$ cat config.mk
export PLATFORM = sky130hd
export DESIGN_NAME = card_reg_front
export DESIGN_NICKNAME = d
export VERILOG_FILES = /design/src/rtl/sc_front_pkg.sv /design/src/rtl/sc_rx_fifo.sv /design/src/rtl/sc_front_ctrl.sv /design/src/rtl/sc_front_datapath.sv /design/src/rtl/card_reg_front.sv
export SDC_FILE = /design/constraint.sdc
export NUM_CORES = 1
export LEC_CHECK = 0
export BUFFER_PORTS_ARGS = -buffer_cell sky130_fd_sc_hd__buf_2
export CELL_PAD_IN_SITES_DETAIL_PLACEMENT = 1
export CELL_PAD_IN_SITES_GLOBAL_PLACEMENT = 2
export CORE_MARGIN = 3
export CORE_UTILIZATION = 40
export CTS_CLUSTER_DIAMETER = 30
export DETAILED_ROUTE_END_ITERATION = 8
export PLACE_DENSITY = 0.79
export SLEW_MARGIN = 20
export SYNTH_ARGS = -nofsm -noshare
export SYNTH_HDL_FRONTEND = slang
export SYNTH_SLANG_ARGS = --single-unit
$ cat constraint.sdc
create_clock -name clk -period 3.3 [get_ports clk]
set_input_delay 0.66 -clock clk [delete_from_list [all_inputs] [get_ports clk]]
set_output_delay 0.66 -clock clk [all_outputs]
set_load 0.03 [all_outputs]
$ cat src/rtl/sc_front_pkg.sv
package sc_front_pkg;
  localparam int ADDR_W = 3;
  localparam logic [ADDR_W-1:0] OFS_STATUS  = 3'd0;
  localparam logic [ADDR_W-1:0] OFS_CONTROL = 3'd1;
  localparam logic [ADDR_W-1:0] OFS_CONFIG  = 3'd2;
  localparam logic [ADDR_W-1:0] OFS_DIVISOR = 3'd3;
  localparam logic [ADDR_W-1:0] OFS_ETU     = 3'd4;
  localparam logic [ADDR_W-1:0] OFS_DATA    = 3'd5;

  typedef struct packed {
    logic cfgLoad;
    logic divLoad;
    logic etuHiLoad;
    logic etuLoLoad;
    logic flagClear;
    logic fifoFlush;
    logic fifoPush;
    logic fifoPop;
    logic txLaunch;
  } frontStrobes_t;
endpackage

$ cat src/rtl/sc_rx_fifo.sv
module sc_rx_fifo #(
  parameter int DATA_W = 8,
  parameter int DEPTH  = 16
) (
  input  logic              clk,
  input  logic              rstN,
  input  logic              push,
  input  logic              pop,
  input  logic              flush,
  input  logic [DATA_W-1:0] din,
  output logic [DATA_W-1:0] head,
  output logic              empty,
  output logic              full
);
  localparam int PTR_W = (DEPTH > 1) ? $clog2(DEPTH) : 1;
  localparam int CNT_W = $clog2(DEPTH + 1);
  localparam logic [PTR_W-1:0] LAST_PTR = PTR_W'(DEPTH - 1);

  logic [DATA_W-1:0] store [DEPTH];
  logic [PTR_W-1:0]  wrPtr, rdPtr;
  logic [CNT_W-1:0]  count;

  function automatic logic [PTR_W-1:0] stepPtr(input logic [PTR_W-1:0] p);
    return (p == LAST_PTR) ? '0 : p + 1'b1;
  endfunction

  always_ff @(posedge clk) begin
    if (push) store[wrPtr] <= din;
  end

  always_ff @(posedge clk or negedge rstN) begin
    if (!rstN) begin
      wrPtr <= '0;
      rdPtr <= '0;
      count <= '0;
    end else if (flush) begin
      wrPtr <= '0;
      rdPtr <= '0;
      count <= '0;
    end else begin
      if (push) wrPtr <= stepPtr(wrPtr);
      if (pop)  rdPtr <= stepPtr(rdPtr);
      count <= count + CNT_W'(push) - CNT_W'(pop);
    end
  end

  assign head  = store[rdPtr];
  assign empty = (count == '0);
  assign full  = (count == CNT_W'(DEPTH));
endmodule

$ cat src/rtl/sc_front_ctrl.sv
module sc_front_ctrl
  import sc_front_pkg::*;
(
  input  logic              clk,
  input  logic              rstN,
  input  logic [ADDR_W-1:0] busAddr,
  input  logic              busWrEn,
  input  logic              busRdEn,
  input  logic [1:0]        wrLowBits,
  input  logic              txReady,
  input  logic              rxValid,
  input  logic              fifoEmpty,
  input  logic              fifoFull,
  output frontStrobes_t     strobes
);
  logic etuSecond;
  logic etuWrite;

  assign etuWrite = busWrEn && (busAddr == OFS_ETU);

  always_ff @(posedge clk or negedge rstN) begin
    if (!rstN)         etuSecond <= 1'b0;
    else if (etuWrite) etuSecond <= ~etuSecond;
  end

  always_comb begin
    strobes = '0;
    strobes.cfgLoad   = busWrEn && (busAddr == OFS_CONFIG);
    strobes.divLoad   = busWrEn && (busAddr == OFS_DIVISOR);
    strobes.etuHiLoad = etuWrite && !etuSecond;
    strobes.etuLoLoad = etuWrite && etuSecond;
    strobes.flagClear = busWrEn && (busAddr == OFS_STATUS) && !wrLowBits[1];
    strobes.fifoFlush = busWrEn && (busAddr == OFS_CONTROL) && wrLowBits[0];
    strobes.fifoPush  = rxValid && !fifoFull && !strobes.fifoFlush;
    strobes.fifoPop   = busRdEn && (busAddr == OFS_DATA) && !fifoEmpty;
    strobes.txLaunch  = busWrEn && (busAddr == OFS_DATA) && txReady;
  end
endmodule

$ cat src/rtl/sc_front_datapath.sv
module sc_front_datapath
  import sc_front_pkg::*;
#(
  parameter int DATA_W    = 8,
  parameter int ETU_W     = 11,
  parameter int ETU_RESET = 371
) (
  input  logic              clk,
  input  logic              rstN,
  input  frontStrobes_t     strobes,
  input  logic [ADDR_W-1:0] busAddr,
  input  logic              busRdEn,
  input  logic [DATA_W-1:0] busWrData,
  output logic [DATA_W-1:0] busRdData,
  input  logic              txReady,
  input  logic              rxParityErr,
  input  logic [DATA_W-1:0] fifoHead,
  input  logic              fifoEmpty,
  output logic              txStart,
  output logic [DATA_W-1:0] txByte,
  output logic [4:0]        cfgBits,
  output logic [DATA_W-1:0] clkDivisor,
  output logic [ETU_W-1:0]  etuValue
);
  localparam int ETU_HI_W = ETU_W - DATA_W;

  logic [ETU_HI_W-1:0] etuHiHold;
  logic                parityFlag;

  always_ff @(posedge clk or negedge rstN) begin
    if (!rstN) begin
      cfgBits    <= '0;
      clkDivisor <= '0;
      etuValue   <= ETU_W'(ETU_RESET);
      etuHiHold  <= '0;
      parityFlag <= 1'b0;
      txStart    <= 1'b0;
      txByte     <= '0;
    end else begin
      if (strobes.cfgLoad)   cfgBits    <= busWrData[4:0];
      if (strobes.divLoad)   clkDivisor <= busWrData;
      if (strobes.etuHiLoad) etuHiHold  <= busWrData[ETU_HI_W-1:0];
      if (strobes.etuLoLoad) etuValue   <= {etuHiHold, busWrData};
      if (rxParityErr)            parityFlag <= 1'b1;
      else if (strobes.flagClear) parityFlag <= 1'b0;
      txStart <= strobes.txLaunch;
      if (strobes.txLaunch) txByte <= busWrData;
    end
  end

  always_comb begin
    busRdData = '0;
    if (busRdEn) begin
      case (busAddr)
        OFS_STATUS: busRdData = {{(DATA_W-3){1'b0}}, fifoEmpty, parityFlag, txReady};
        OFS_DATA:   busRdData = fifoEmpty ? '0 : fifoHead;
        default:    busRdData = '0;
      endcase
    end
  end
endmodule

$ cat src/rtl/card_reg_front.sv
module card_reg_front
  import sc_front_pkg::*;
#(
  parameter int DATA_W     = 8,
  parameter int FIFO_DEPTH = 16,
  parameter int ETU_W      = 11,
  parameter int ETU_RESET  = 371
) (
  input  logic              clk,
  input  logic              rstN,
  input  logic [ADDR_W-1:0] busAddr,
  input  logic              busWrEn,
  input  logic [DATA_W-1:0] busWrData,
  input  logic              busRdEn,
  output logic [DATA_W-1:0] busRdData,
  input  logic              txReady,
  output logic              txStart,
  output logic [DATA_W-1:0] txByte,
  input  logic              rxValid,
  input  logic [DATA_W-1:0] rxByte,
  input  logic              rxParityErr,
  output logic              trigTxEn,
  output logic              trigRxEn,
  output logic              trigLongEn,
  output logic [1:0]        parityMode,
  output logic [DATA_W-1:0] clkDivisor,
  output logic [ETU_W-1:0]  etuValue
);
  frontStrobes_t     strobes;
  logic              fifoEmpty;
  logic              fifoFull;
  logic [DATA_W-1:0] fifoHead;
  logic [4:0]        cfgBits;

  sc_front_ctrl u_ctrl (
    .clk(clk), .rstN(rstN), .busAddr(busAddr), .busWrEn(busWrEn),
    .busRdEn(busRdEn), .wrLowBits(busWrData[1:0]), .txReady(txReady),
    .rxValid(rxValid), .fifoEmpty(fifoEmpty), .fifoFull(fifoFull),
    .strobes(strobes)
  );

  sc_rx_fifo #(.DATA_W(DATA_W), .DEPTH(FIFO_DEPTH)) u_fifo (
    .clk(clk), .rstN(rstN), .push(strobes.fifoPush), .pop(strobes.fifoPop),
    .flush(strobes.fifoFlush), .din(rxByte), .head(fifoHead),
    .empty(fifoEmpty), .full(fifoFull)
  );

  sc_front_datapath #(.DATA_W(DATA_W), .ETU_W(ETU_W), .ETU_RESET(ETU_RESET)) u_dp (
    .clk(clk), .rstN(rstN), .strobes(strobes), .busAddr(busAddr),
    .busRdEn(busRdEn), .busWrData(busWrData), .busRdData(busRdData),
    .txReady(txReady), .rxParityErr(rxParityErr), .fifoHead(fifoHead),
    .fifoEmpty(fifoEmpty), .txStart(txStart), .txByte(txByte),
    .cfgBits(cfgBits), .clkDivisor(clkDivisor), .etuValue(etuValue)
  );

  assign trigTxEn   = cfgBits[0];
  assign trigRxEn   = cfgBits[1];
  assign trigLongEn = cfgBits[2];
  assign parityMode = cfgBits[4:3];
endmodule

Word level (Yosys, flattened, before mapping)
Memories as Yosys holds them, arrays and structs flattened.
Index checks and enable logic that the tools add are counted.
{"block": "totals", "output_inout_bits": 41, "latchBits": 0, "elab_cells": 64, "ram_bits": 128, "romBits": 0, "memories": 1, "reg_bits": 51, "input_bits": 26}
{"block": "classes", "n_addsub": 4, "div": 0, "eq_ne": 8, "bitwise_logic": 1, "reduce_logical": 25, "n_shift": 0, "n_mul": 0, "magnitude_cmp": 0, "n_mux": 14}
{"name": "u_fifo.store", "depth": 16, "word_bits": 8, "read_ports": 1, "rd_ports_with_merged_regs": 0, "wr": 1, "line": "sc_rx_fifo.sv:19", "source": "logic [DATA_W-1:0] store [DEPTH];"}
{"op": "4-bit 2-to-1 mux", "n": 6}
{"op": "8-bit 2-to-1 mux", "n": 2}
{"op": "8-bit one-hot mux with 2 select lines", "n": 1}
{"op": "1-bit logical AND", "n": 15}
{"op": "4-bit by 1-bit adder with 4-bit output, second input constant", "n": 2}
{"op": "4-bit == test, second input constant", "n": 2}
{"op": "3-bit by 2-bit == test with 1-bit output, second input constant", "n": 2}
{"op": "3-bit == test, second input constant", "n": 2}
{"op": "2-bit nonzero test", "n": 3}
{"op": "5-bit by 1-bit adder with 5-bit output", "n": 1}
{"op": "5-bit == test, second input constant", "n": 1}
{"op": "1-bit zero test", "n": 5}
{"op": "5-bit zero test", "n": 1}
{"op": "5-bit 2-to-1 mux", "n": 1}
{"op": "5-bit by 1-bit subtractor with 5-bit output", "n": 1}
{"op": "1-bit 2-to-1 mux", "n": 4}
{"op": "3-bit by 1-bit == test with 1-bit output, second input constant", "n": 1}
{"op": "3-bit zero test", "n": 1}
{"op": "1-bit NOT", "n": 1}

Depth between registers and ports, before layout
Gate-level depths: netlist of run 1.
{"block": "logic_depth", "ltp_word": 8, "depth_mapped": 14, "mapped_depth_nobuf": 14}

Cells and area by module
A second synthesis of run 1 with hierarchy kept.
{"block": "unflattened", "hier_cells": 428, "area_unflattened_um2": 7412.1}
{"mod": "sc_rx_fifo", "cells_per_inst": 324, "instances": 1, "seq_area_each_um2": 4169.0, "area_each_um2": 5808.1}
{"mod": "sc_front_datapath", "cells_per_inst": 89, "instances": 1, "seq_area_each_um2": 933.4, "area_each_um2": 1458.9}
{"mod": "sc_front_ctrl", "cells_per_inst": 15, "instances": 1, "seq_area_each_um2": 25.0, "area_each_um2": 145.1}

Worst setup path after synthesis of run 1
Ideal clock, no wire load.
{"block": "synth_timing", "path_type": "input -> register", "from": "input busAddr[1]", "to": "register u_fifo.count[4]", "stages": 13, "n_path_buf": 1, "arrival_time_ns": 2.644, "t_required_ns": 3.159, "setup_ns": 0.141, "path_slack_ns": 0.515, "cell_sequence": "clkbuf_1 -> and4b_1 -> nand2_1 -> inv_1 -> ha_1 -> inv_1 -> ha_1 -> inv_1 -> fa_1 -> nor2b_1 -> o21bai_1 -> a21oi_1 -> nor3b_1"}
{"block": "synth_between", "elab_chain_cells": 8, "elab_cells_between_ends": 11, "classes_between": "add/sub (2); eq/ne (2); mux (1); reduce/logical (6)"}
{"element": "start: declaration", "line": "card_reg_front.sv:11", "source": "input logic [ADDR_W-1:0] busAddr,"}
{"element": "3-bit by 1-bit == test with 1-bit output", "line": "sc_front_ctrl.sv:33", "source": "strobes.fifoFlush = busWrEn && (busAddr == OFS_CONTROL) && wrLowBits[0];"}
{"element": "1-bit logical AND (2 in series)", "line": "sc_front_ctrl.sv:33"}
{"element": "1-bit zero test", "line": "sc_front_ctrl.sv:34", "source": "strobes.fifoPush = rxValid && !fifoFull && !strobes.fifoFlush;"}
{"element": "1-bit logical AND", "line": "sc_front_ctrl.sv:34"}
{"element": "5-bit by 1-bit adder with 5-bit output", "line": "sc_rx_fifo.sv:43", "source": "count <= count + CNT_W'(push) - CNT_W'(pop);"}
{"element": "5-bit by 1-bit subtractor with 5-bit output", "line": "sc_rx_fifo.sv:43"}
{"element": "5-bit 2-to-1 mux *", "line": "sc_rx_fifo.sv:36", "source": "end else if (flush) begin"}
{"element": "end signal: assignment", "line": "sc_rx_fifo.sv:43"}
{"element": "end: declaration", "line": "sc_rx_fifo.sv:21", "source": "logic [CNT_W-1:0] count;"}
Mark *: on every way between the ends. The rest lies on a longest branch, timed or not.
A chain may end at the register's enable or synchronous reset.

Worst setup path in the final report of run 1
{"block": "layout_timing", "from": "register u_fifo.rdPtr[0]", "to": "output busRdData[0]"}
{"block": "layout_between", "elab_chain_cells": 4}
{"element": "start: declaration", "line": "sc_rx_fifo.sv:20", "source": "logic [PTR_W-1:0] wrPtr, rdPtr;"}
{"element": "start signal: assignment", "line": "sc_rx_fifo.sv:42", "source": "if (pop) rdPtr <= stepPtr(rdPtr);"}
{"element": "memory read 16 x 8 bit"}
{"element": "8-bit 2-to-1 mux", "line": "sc_front_datapath.sv:56", "source": "OFS_DATA: busRdData = fifoEmpty ? '0 : fifoHead;"}
{"element": "8-bit one-hot mux with 2 select lines", "line": "sc_front_datapath.sv:54", "source": "case (busAddr)"}
{"element": "8-bit 2-to-1 mux", "line": "sc_front_datapath.sv:53", "source": "if (busRdEn) begin"}
{"element": "end: declaration", "line": "card_reg_front.sv:15", "source": "output logic [DATA_W-1:0] busRdData,"}
Every way passes these cells.

==> results of run 1 <==
metal layers:
metal  global-route usage  part of all wire  up-vias
li1                     -                 -     1764
met3               0.0364             0.055       13
met4               0.0495             0.011        0
met1                0.225              0.42     2124
met5                    0                 0        -
met2                0.296              0.51      104
cells in the final DEF, fill, tap and decap left out, types with 3 or more instances in the layout:
cell type,instances
a21o_1,3
a21oi_1,10
and2_1,18
buf_2,66
buf_4,9
clkbuf_16,17
clkinv_1,3
dfrtp_1,44
dfstp_2,6
edfxtp_1,128
ha_1,11
inv_1,10
mux2_2,35
mux2i_1,12
mux4_1,6
mux4_2,25
nand2_1,17
nand2b_1,6
nand3_1,6
nor2_1,6
nor2b_1,3
nor3_1,4
nor3b_1,3
nor4b_1,3
o22ai_1,5
o31ai_1,3
o32ai_1,3
xor2_1,3
worst paths after layout:
kind                                              startpoint                      endpoint  slack, ps
worst max-delay path             u_fifo.rdPtr[0]$_DFFE_PN0P_                  busRdData[0]        130
max in group asynchronous                               rstN  u_dp.etuValue[8]$_DFFE_PN1P_       2170
worst min-delay path                                    rstN  u_dp.etuValue[7]$_DFFE_PN0P_        340
worst max register to register     u_fifo.count[3]$_DFF_PN0_     u_fifo.count[4]$_DFF_PN0_        370
min in group clk                                 rxParityErr   u_dp.parityFlag$_DFFE_PN0P_        430
worst min register to register  u_ctrl.etuSecond$_DFFE_PN0P_  u_ctrl.etuSecond$_DFFE_PN0P_        500
report_power, final:
group / switching, mW / internal (mW)
clock: 0.874 / 1.05
combinational: 1.05 / 0.786
sequential: 0.220 / 2.80
sequential cells by signal (all words and copies together) (netlist names):
register / flops
u_fifo.count: 5
u_dp.etuValue: 11
u_dp.parityFlag: 1
u_dp.etuHiHold: 3
u_fifo.rdPtr: 4
u_fifo.store: 128
u_dp.txByte: 8
u_fifo.wrPtr: 4
u_dp.txStart: 1
u_dp.clkDivisor: 8
u_ctrl.etuSecond: 1
u_dp.cfgBits: 5
metrics by stage:
step	power, mW	hold slack (ps)	setup slack [ps]	util	instances
final	6.77	343	125	0.482	726
after detailed placement	4.91	488	320	0.450	696
after global routing	7.14	404	1.64	0.482	726
after CTS	6.86	369	12.7	0.482	726
after floorplan	4.33	364	515	-	409
after global placement	4.83	483	478	0.450	696
area by class of cell:
type / instances / share of cell area
sequential: 179 / 0.602
tap: 225 / 0.0331
clock buffer: 17 / 0.0499
timing repair buffer: 76 / 0.0480
inverter: 12 / 0.00529
clock inverter: 13 / 0.0154
multi-input combinational: 204 / 0.246
worst reg2reg max path, stage by stage (launching register included):
cell,delay (ps)
dfrtp_1,380
inv_1,90
ha_1,160
or4b_1,500
nand2_1,120
inv_1,120
ha_1,310
inv_1,50
ha_1,150
inv_1,50
fa_1,370
nor2b_1,160
o21bai_1,100
nand3_1,90
nor3b_1,190
cell families after synthesis:
family                     Yosys count  share of synthesized area
AOI/OAI and AO/OA                   31                     0.0279
DFF                                179                      0.698
muxes                               78                      0.168
adders and majority gates           12                     0.0215
xor gates and xnor gates             5                    0.00597
and+or+nand+nor                     78                     0.0615
buffers and inverters               26                     0.0165
==> results.cfg, run 1 <==
[sta]
max-slew-margin-rel = 0.427
timing.fmax_mhz = 315
finClkSkew_ps = 12.3
slew_viol_final = 0
setup_violations = 0
fin_crit_sh = 0.962
fin_tns_setup_ps = 0
hold_viol_final = 0
worstMarginPinSlew_ps = 860
layout_min_cycle_time_ps = 3170
rsz0062_at_grt = no

[power_and_ir_drop]
powerDensity_mw_per_mm2 = 795
ir_drop_uv = 412
p_leak_nw = 3.19

[place]
gp_congestion = 0.767
dpl-instance-area_sq_mm = 0.00795
hpwl_mm = 11.1
io_buffer_count = 66

[cts]
root_buffer = clkbuf_16
post_cts_resized = 0
clk_path_buf_depth = 2
post-cts-setup-buffer-count = 0
clkTransAtPathRegs_ps = 70
cts.htree.levels = 4
cts_tree = yes
cts_hold_buf = 0
cts_buffers = 17
insertion_delay_ps = 420
cts_sinks = 179

[routing]
firstDrtPassIters = 4
via_per_inst = 5.52
drt_iter0_drc = 316
postRouteWirelength_mm = 16.5
ant_nets = 0
vias = 4005
drc_errors = 0
wl_per_cell_microns = 22.7

[worst_setup_path]
path_delay_family = flip-flops
crit_arrival_ps = 2510
crit_path_max_incr_delay_ps = 580
slowest_stage = dfrtp_4
cp-start-kind = flip-flop
worstPathMaxFanout = 14
end_kind = output pin
cp.required_ps = 2640
reg2regPathDepth = 14
path_cells = buf_4 -> mux4_2 -> o32ai_1 -> nor3_1 -> a21o_1 -> buf_2
crit_buf_inv = 2
worstSetupPathDepth = 6
crit_type = reg -> out

[finish]
synthToLayoutAreaGrowth_pct = 16.0
fin_nets = 528
nFillCells = 1706
diodes = 0
seqCellArea_sq_mm = 0.00513
multiInputGateArea_sq_mm = 0.00209
layout-drive-gt1-share = 0.349
final_area_sq_mm = 0.00852

[yosys]
synth.top_cell.area_share = 0.524
yosys_warnings = 0
synth_nets = 447
syn_avg_cell_area_sq_um = 18.0
synth_area_sq_mm = 0.00734
yosysSeqAreaShare = 0.698
synth_area_leaders = edfxtp_1 (52%), dfrtp_1 (15%), mux4_2 (7.7%)
yosys-top-cells-count = edfxtp_1 (128), dfrtp_1 (45), mux2_2 (35)
synthFlopType = edfxtp_1
synth_most_common_cell = edfxtp_1
synth-edff-count = 128
synth_top_cell_by_area = edfxtp_1
syn_inst = 409
synth_cell_types = 50
yosys_register_bits = 179
async_reset_ff_frac = 0.285

[global_routing]
grt_max_degree = 40
grt_pass1_wl_mm = 25.7
globalRouteOverflowTotal = 0
grt_antenna_before_repair = 0
first_global_vias = 4292
track_usage = 0.173

[run]
max_cap_viol_count = 0

[die]
num_rows = 48
core_sq_mm = 0.0177
dieArea_sq_mm = 0.0200
io_pins = 67
die_w_microns = 141
die_y_microns = 141
initial_core_util = 0.416

[hold_path]
hold_path_class = in -> async

[run_status]
status = completed
No activity file was read; power rests on OpenSTA's default activity.
==> run 2, diff against run 1 <==
--- a/config.mk
+++ b/config.mk
@@ -10,9 +10,11 @@
 export CELL_PAD_IN_SITES_GLOBAL_PLACEMENT = 2
 export CORE_MARGIN = 3
 export CORE_UTILIZATION = 40
+export CTS_BUF_LIST = sky130_fd_sc_hd__clkbuf_16
 export CTS_CLUSTER_DIAMETER = 30
 export DETAILED_ROUTE_END_ITERATION = 8
 export PLACE_DENSITY = 0.79
+export RECOVER_POWER = 100
 export SLEW_MARGIN = 20
 export SYNTH_ARGS = -nofsm -noshare
 export SYNTH_HDL_FRONTEND = slang
==> run 2 against run 1 <==
Against the previous run:
- via count fell by 1.6%
- the flow now finishes with violations (max-capacitance violations, max-slew violations)
- combinational power fell by 2%
- critical endpoint unchanged
- hold slack improved by 86 ps
- first-iteration DRC count rose by 3.2%
- clock-buffer cell count did not move
- highest routed layer unchanged
- final area fell by 0.76%
==> results.cfg, run 2 (synthesis gave the netlist of run 1 again) <==
[sta]
worstMarginPinSlew_ps = 2060
layout_min_cycle_time_ps = 3180
timing.fmax_mhz = 314
finClkSkew_ps = 12.0
rsz0062_at_grt = no
hold_ws_ps = 429
max-slew-margin-rel = -0.376
slew_viol_final = 40
fin_crit_sh = 0.964
setup_violations = 0
fin_tns_setup_ps = 0
hold_viol_final = 0

[global_routing]
track_usage = 0.173
grt_max_degree = 40
globalRouteOverflowTotal = 0
grt_antenna_before_repair = 0
first_global_vias = 4292
grt_pass1_wl_mm = 25.7

[routing]
drt_iter0_drc = 326
wl_per_cell_microns = 22.7
via_per_inst = 5.43
ant_nets = 0
postRouteWirelength_mm = 16.5
firstDrtPassIters = 4
drc_errors = 0
vias = 3940

[cts]
post-cts-setup-buffer-count = 0
root_buffer = clkbuf_16
cts_sinks = 179
cts_tree = yes
cts.htree.levels = 4
insertion_delay_ps = 420
cts_buffers = 17
post_cts_resized = 0
clk_path_buf_depth = 2
cts_hold_buf = 0
clkTransAtPathRegs_ps = 70

[die]
initial_core_util = 0.416
die_y_microns = 141
die_w_microns = 141
core_sq_mm = 0.0177
dieArea_sq_mm = 0.0200
num_rows = 48
io_pins = 67

[worst_setup_path]
crit_arrival_ps = 2520
worstPathMaxFanout = 12
r2r_start = u_fifo.count[3]$_DFF_PN0_
r2r-end = u_fifo.count[4]$_DFF_PN0_
cp.required_ps = 2640
cp-start-kind = flip-flop
reg2regPathDepth = 14
crit_type = reg -> out
ff2ff_setup_slack_ps = 370
end_kind = output pin

[run_status]
violations = max-capacitance violations, max-slew violations
status = finished with violations

[place]
hpwl_mm = 11.1
io_buffer_count = 66
gp_congestion = 0.767

[finish]
diodes = 0
regMostFlops = u_fifo.store
final_util = 0.479
synthToLayoutAreaGrowth_pct = 15.1
fin_nets = 528
largest_register_ffs = 128
layout_common_cells = edfxtp_1 (128), clkbuf_1 (46), dfrtp_1 (44)
final_common_cell = edfxtp_1
largest_registers = u_fifo.store (128), u_dp.etuValue (11)
layout-drive-gt1-share = 0.255

[run]
max_cap_viol_count = 1

[hold_path]
min_from = rxParityErr
hold_path_end = u_dp.parityFlag$_DFFE_PN0P_
hold_path_class = in -> reg
whs_path_depth = 2

[power_and_ir_drop]
powerDensity_mw_per_mm2 = 797
p_seq_frac = 0.449
clkPwrFrac = 0.285
power.share.switching = 0.318
power_switching_mw = 2.14
p_comb_frac = 0.266
internal_power_mw = 4.59
ir_drop_uv = 411
p_leak_nw = 3.02
## run 2: cell types whose count changed in the layout (fill, tap and decap cells not counted), sizes merged
cell    change
buf        -50
clkbuf     +50
## run 2: metal layers
metal | share of wire | vias up | track usage
li1 | - | 1764 | -
met4 | 0.0064 | 0 | 0.0495
met3 | 0.063 | 4 | 0.0364
met1 | 0.41 | 2070 | 0.225
met2 | 0.52 | 102 | 0.296
met5 | 0 | - | 0
## run 2: layout make-up
| type | instances | area, sq um |
|---|---|---|
| clock buffers | 17 | 425 |
| clock inverters | 13 | 131 |
| fillers | 1710 | 9210 |
| inverters | 12 | 45.0 |
| multi-input cells | 204 | 2090 |
| flip-flops and latches | 179 | 5130 |
| well taps | 225 | 282 |
| repair buffers | 76 | 347 |
## run 2: worst max path at each step
| stage | startpoint | endpoint | slack [ps] | cells past startpoint |
|---|---|---|---|---|
| 6_report | u_fifo.rdPtr[1]$_DFFE_PN0P_ | busRdData[0] | 120 | 7 |
| 5_1_grt | u_fifo.rdPtr[0]$_DFFE_PN0P_ | busRdData[0] | 2 | 6 |
| 4_1_cts | u_fifo.rdPtr[0]$_DFFE_PN0P_ | busRdData[1] | 10 | 5 |
| 3_5_place_dp | u_fifo.count[3]$_DFF_PN0_ | u_fifo.count[4]$_DFF_PN0_ | 320 | 14 |
| 3_3_place_gp | u_fifo.count[3]$_DFF_PN0_ | u_fifo.count[4]$_DFF_PN0_ | 480 | 14 |
| 2_1_floorplan | busAddr[1] | u_fifo.count[4]$_DFF_PN0_ | 510 | 13 |
## run 2: stage by stage
step | power, mW | setup slack, ps | cell area, sq um | instances
6_report | 6.74 | 119 | 8450 | 726
2_1_floorplan | 4.33 | 515 | 7340 | 409
4_1_cts | 6.86 | 12.7 | 8510 | 726
5_1_grt | 7.10 | 1.61 | 8450 | 726
3_3_place_gp | 4.83 | 478 | 7950 | 696
3_5_place_dp | 4.91 | 320 | 7950 | 696
## run 2: power by group through the flow
stage	Clock, mW	Sequential, mW	Combinational, mW
2_1_floorplan	0	3.22	1.10
3_3_place_gp	0	3.04	1.79
3_5_place_dp	0	3.07	1.85
4_1_cts	1.97	3.02	1.86
5_1_grt	2.07	3.07	1.96
6_report	1.92	3.02	1.79
## run 2: worst max-delay path: stages (launching register included)
cell and delay, ps:
dfrtp_1 510, buf_4 240, buf_4 240, mux4_2 260, o32ai_1 100, nor3_1 400
a21o_1 150, buf_2 190
==> run 3, diff against run 2 <==
--- a/config.mk
+++ b/config.mk
@@ -13,7 +13,7 @@
 export CTS_BUF_LIST = sky130_fd_sc_hd__clkbuf_16
 export CTS_CLUSTER_DIAMETER = 30
 export DETAILED_ROUTE_END_ITERATION = 8
-export PLACE_DENSITY = 0.79
+export PLACE_DENSITY_LB_ADDON = 0.1
 export RECOVER_POWER = 100
 export SLEW_MARGIN = 20
 export SYNTH_ARGS = -nofsm -noshare
==> run 3 against run 2 <==
Against the previous run:
- the run still ends with max-capacitance violations, max-slew violations left
- sequential power hardly changed
- maximum frequency is 1.4% higher
- sequential share of layout area rose by 0.10 points
- critical path type unchanged
- highest routed layer unchanged
==> results.cfg, run 3 (synthesis gave the netlist of run 1 again) <==
[finish]
largest_registers = u_fifo.store (128), u_dp.etuValue (11)
final_util = 0.478
regMostFlops = u_fifo.store
largest_register_ffs = 128
multiInputGateArea_sq_mm = 0.00209
final_common_cell = edfxtp_1
fin_nets = 530
fin_cells = 729
seqCellArea_sq_mm = 0.00513
diodes = 0
layout_common_cells = edfxtp_1 (128), clkbuf_1 (49), dfrtp_1 (42)
layout-drive-gt1-share = 0.254
synthToLayoutAreaGrowth_pct = 15.0
nFillCells = 1720

[worst_setup_path]
crit_type = reg -> out
r2r-end = u_fifo.store[5][6]$_DFFE_PP_
crit_arrival_ps = 2480
path_cells = buf_4 -> mux4_1 -> o32ai_1 -> nor3_1 -> a21o_1 -> buf_2
cp.required_ps = 2640
cp-start-kind = flip-flop
worstPathMaxFanout = 13
slowest_stage = mux4_1
r2r_start = u_fifo.count[3]$_DFF_PN0_
reg2regPathDepth = 7
ff2ff_setup_slack_ps = 360
end_kind = output pin
crit_path_max_incr_delay_ps = 580

[sta]
finClkSkew_ps = 12.1
worstMarginPinSlew_ps = 2250
timing.fmax_mhz = 319
fin_tns_setup_ps = 0
layout_min_cycle_time_ps = 3140
slew_viol_final = 43
hold_viol_final = 0
setup_violations = 0
max-slew-margin-rel = -0.498
rsz0062_at_grt = no
fin_crit_sh = 0.950
setup_slack_ps = 164
hold_ws_ps = 437

[die]
die_w_microns = 141
dieArea_sq_mm = 0.0200
num_rows = 48
io_pins = 67
core_sq_mm = 0.0177
initial_core_util = 0.416
die_y_microns = 141

[global_routing]
grt_antenna_before_repair = 0
track_usage = 0.174
first_global_vias = 4163
grt_pass1_wl_mm = 25.7
globalRouteOverflowTotal = 0
grt_max_degree = 43

[cts]
cts.htree.levels = 4
cts_hold_buf = 0
clk_path_buf_depth = 2
cts_tree = yes
clkTransAtPathRegs_ps = 60
cts_buffers = 17
cts_sinks = 179
insertion_delay_ps = 430
root_buffer = clkbuf_16

[run]
max_cap_viol_count = 1

[place]
hpwl_mm = 11.4
io_buffer_count = 66
post-place-ws_ps = 396
gp_congestion = 0.761
dp.cells = 698

[hold_path]
whs_path_depth = 2
hold_path_class = in -> reg
min_from = rxParityErr
hold_path_end = u_dp.parityFlag$_DFFE_PN0P_

[power_and_ir_drop]
internal_power_mw = 4.52
power_switching_mw = 2.16
clkPwrFrac = 0.274
power.share.switching = 0.324
p_seq_frac = 0.456
p_comb_frac = 0.269
p_leak_nw = 3.02
powerDensity_mw_per_mm2 = 792
ir_drop_uv = 396

[routing]
postRouteWirelength_mm = 16.6
drt_iter0_drc = 251
drc_errors = 0
vias = 3909
via_per_inst = 5.36
ant_nets = 0
firstDrtPassIters = 5
wl_per_cell_microns = 22.8

[run_status]
violations = max-capacitance violations, max-slew violations
status = finished with violations
[run 3: timing repair]
| item | 4_1_cts | 5_1_grt |
|---|---|---|
| gates resized for setup | 0 | 4 |
| buffers inserted | 0 | 0 |
| endpoints found under the setup margin | 0 | 2 |
[run 3: layer usage]
metal | vias to the layer above | GRT usage | wire (microns)
li1 | 1767 | - | -
met3 | 12 | 0.0374 | 723
met1 | 2057 | 0.258 | 8030
met4 | 0 | 0.0439 | 166
met2 | 73 | 0.264 | 7720
met5 | - | 0 | 0
[run 3: worst max path at each step]
stage	end	start	slack [ps]
2_1_floorplan	u_fifo.count[4]$_DFF_PN0_	busAddr[1]	510
3_3_place_gp	u_fifo.count[4]$_DFF_PN0_	u_fifo.count[3]$_DFF_PN0_	460
3_5_place_dp	u_fifo.count[4]$_DFF_PN0_	u_fifo.count[3]$_DFF_PN0_	400
4_1_cts	busRdData[0]	u_fifo.rdPtr[0]$_DFFE_PN0P_	50
5_1_grt	busRdData[0]	u_fifo.rdPtr[0]$_DFFE_PN0P_	10
6_report	busRdData[0]	u_fifo.rdPtr[0]$_DFFE_PN0P_	160
[run 3: metrics by stage]
stage	cell area, sq um	power, mW
2_1_floorplan	7340	4.33
3_3_place_gp	7970	4.90
6_report	8440	6.69
3_5_place_dp	7970	4.96
5_1_grt	8440	7.04
4_1_cts	8500	6.80
[run 3: cell type report]
| class | instances | area share |
|---|---|---|
| sequential | 179 | 0.608 |
| multi-input combinational | 204 | 0.248 |
| clock buffer | 17 | 0.0504 |
| timing repair buffer | 78 | 0.0421 |
| tap | 225 | 0.0333 |
| clock inverter | 14 | 0.0130 |
| inverter | 12 | 0.00534 |
[run 3: power groups by stage]
| stage | registers (mW) | logic [mW] | clock network (mW) |
|---|---|---|---|
| finish | 3.05 | 1.80 | 1.84 |
| global route | 3.10 | 1.96 | 1.98 |
| CTS | 3.05 | 1.87 | 1.88 |
| detailed placement | 3.10 | 1.86 | 0 |
| global placement | 3.07 | 1.83 | 0 |
| floorplan | 3.22 | 1.10 | 0 |
[run 3: worst max-delay path: cells and delay by family (launching register included)]
family	cells	cell delay [ps]
mux	1	580
flops	1	560
compound gates	2	410
buf+inv	2	390
simple gates	1	130
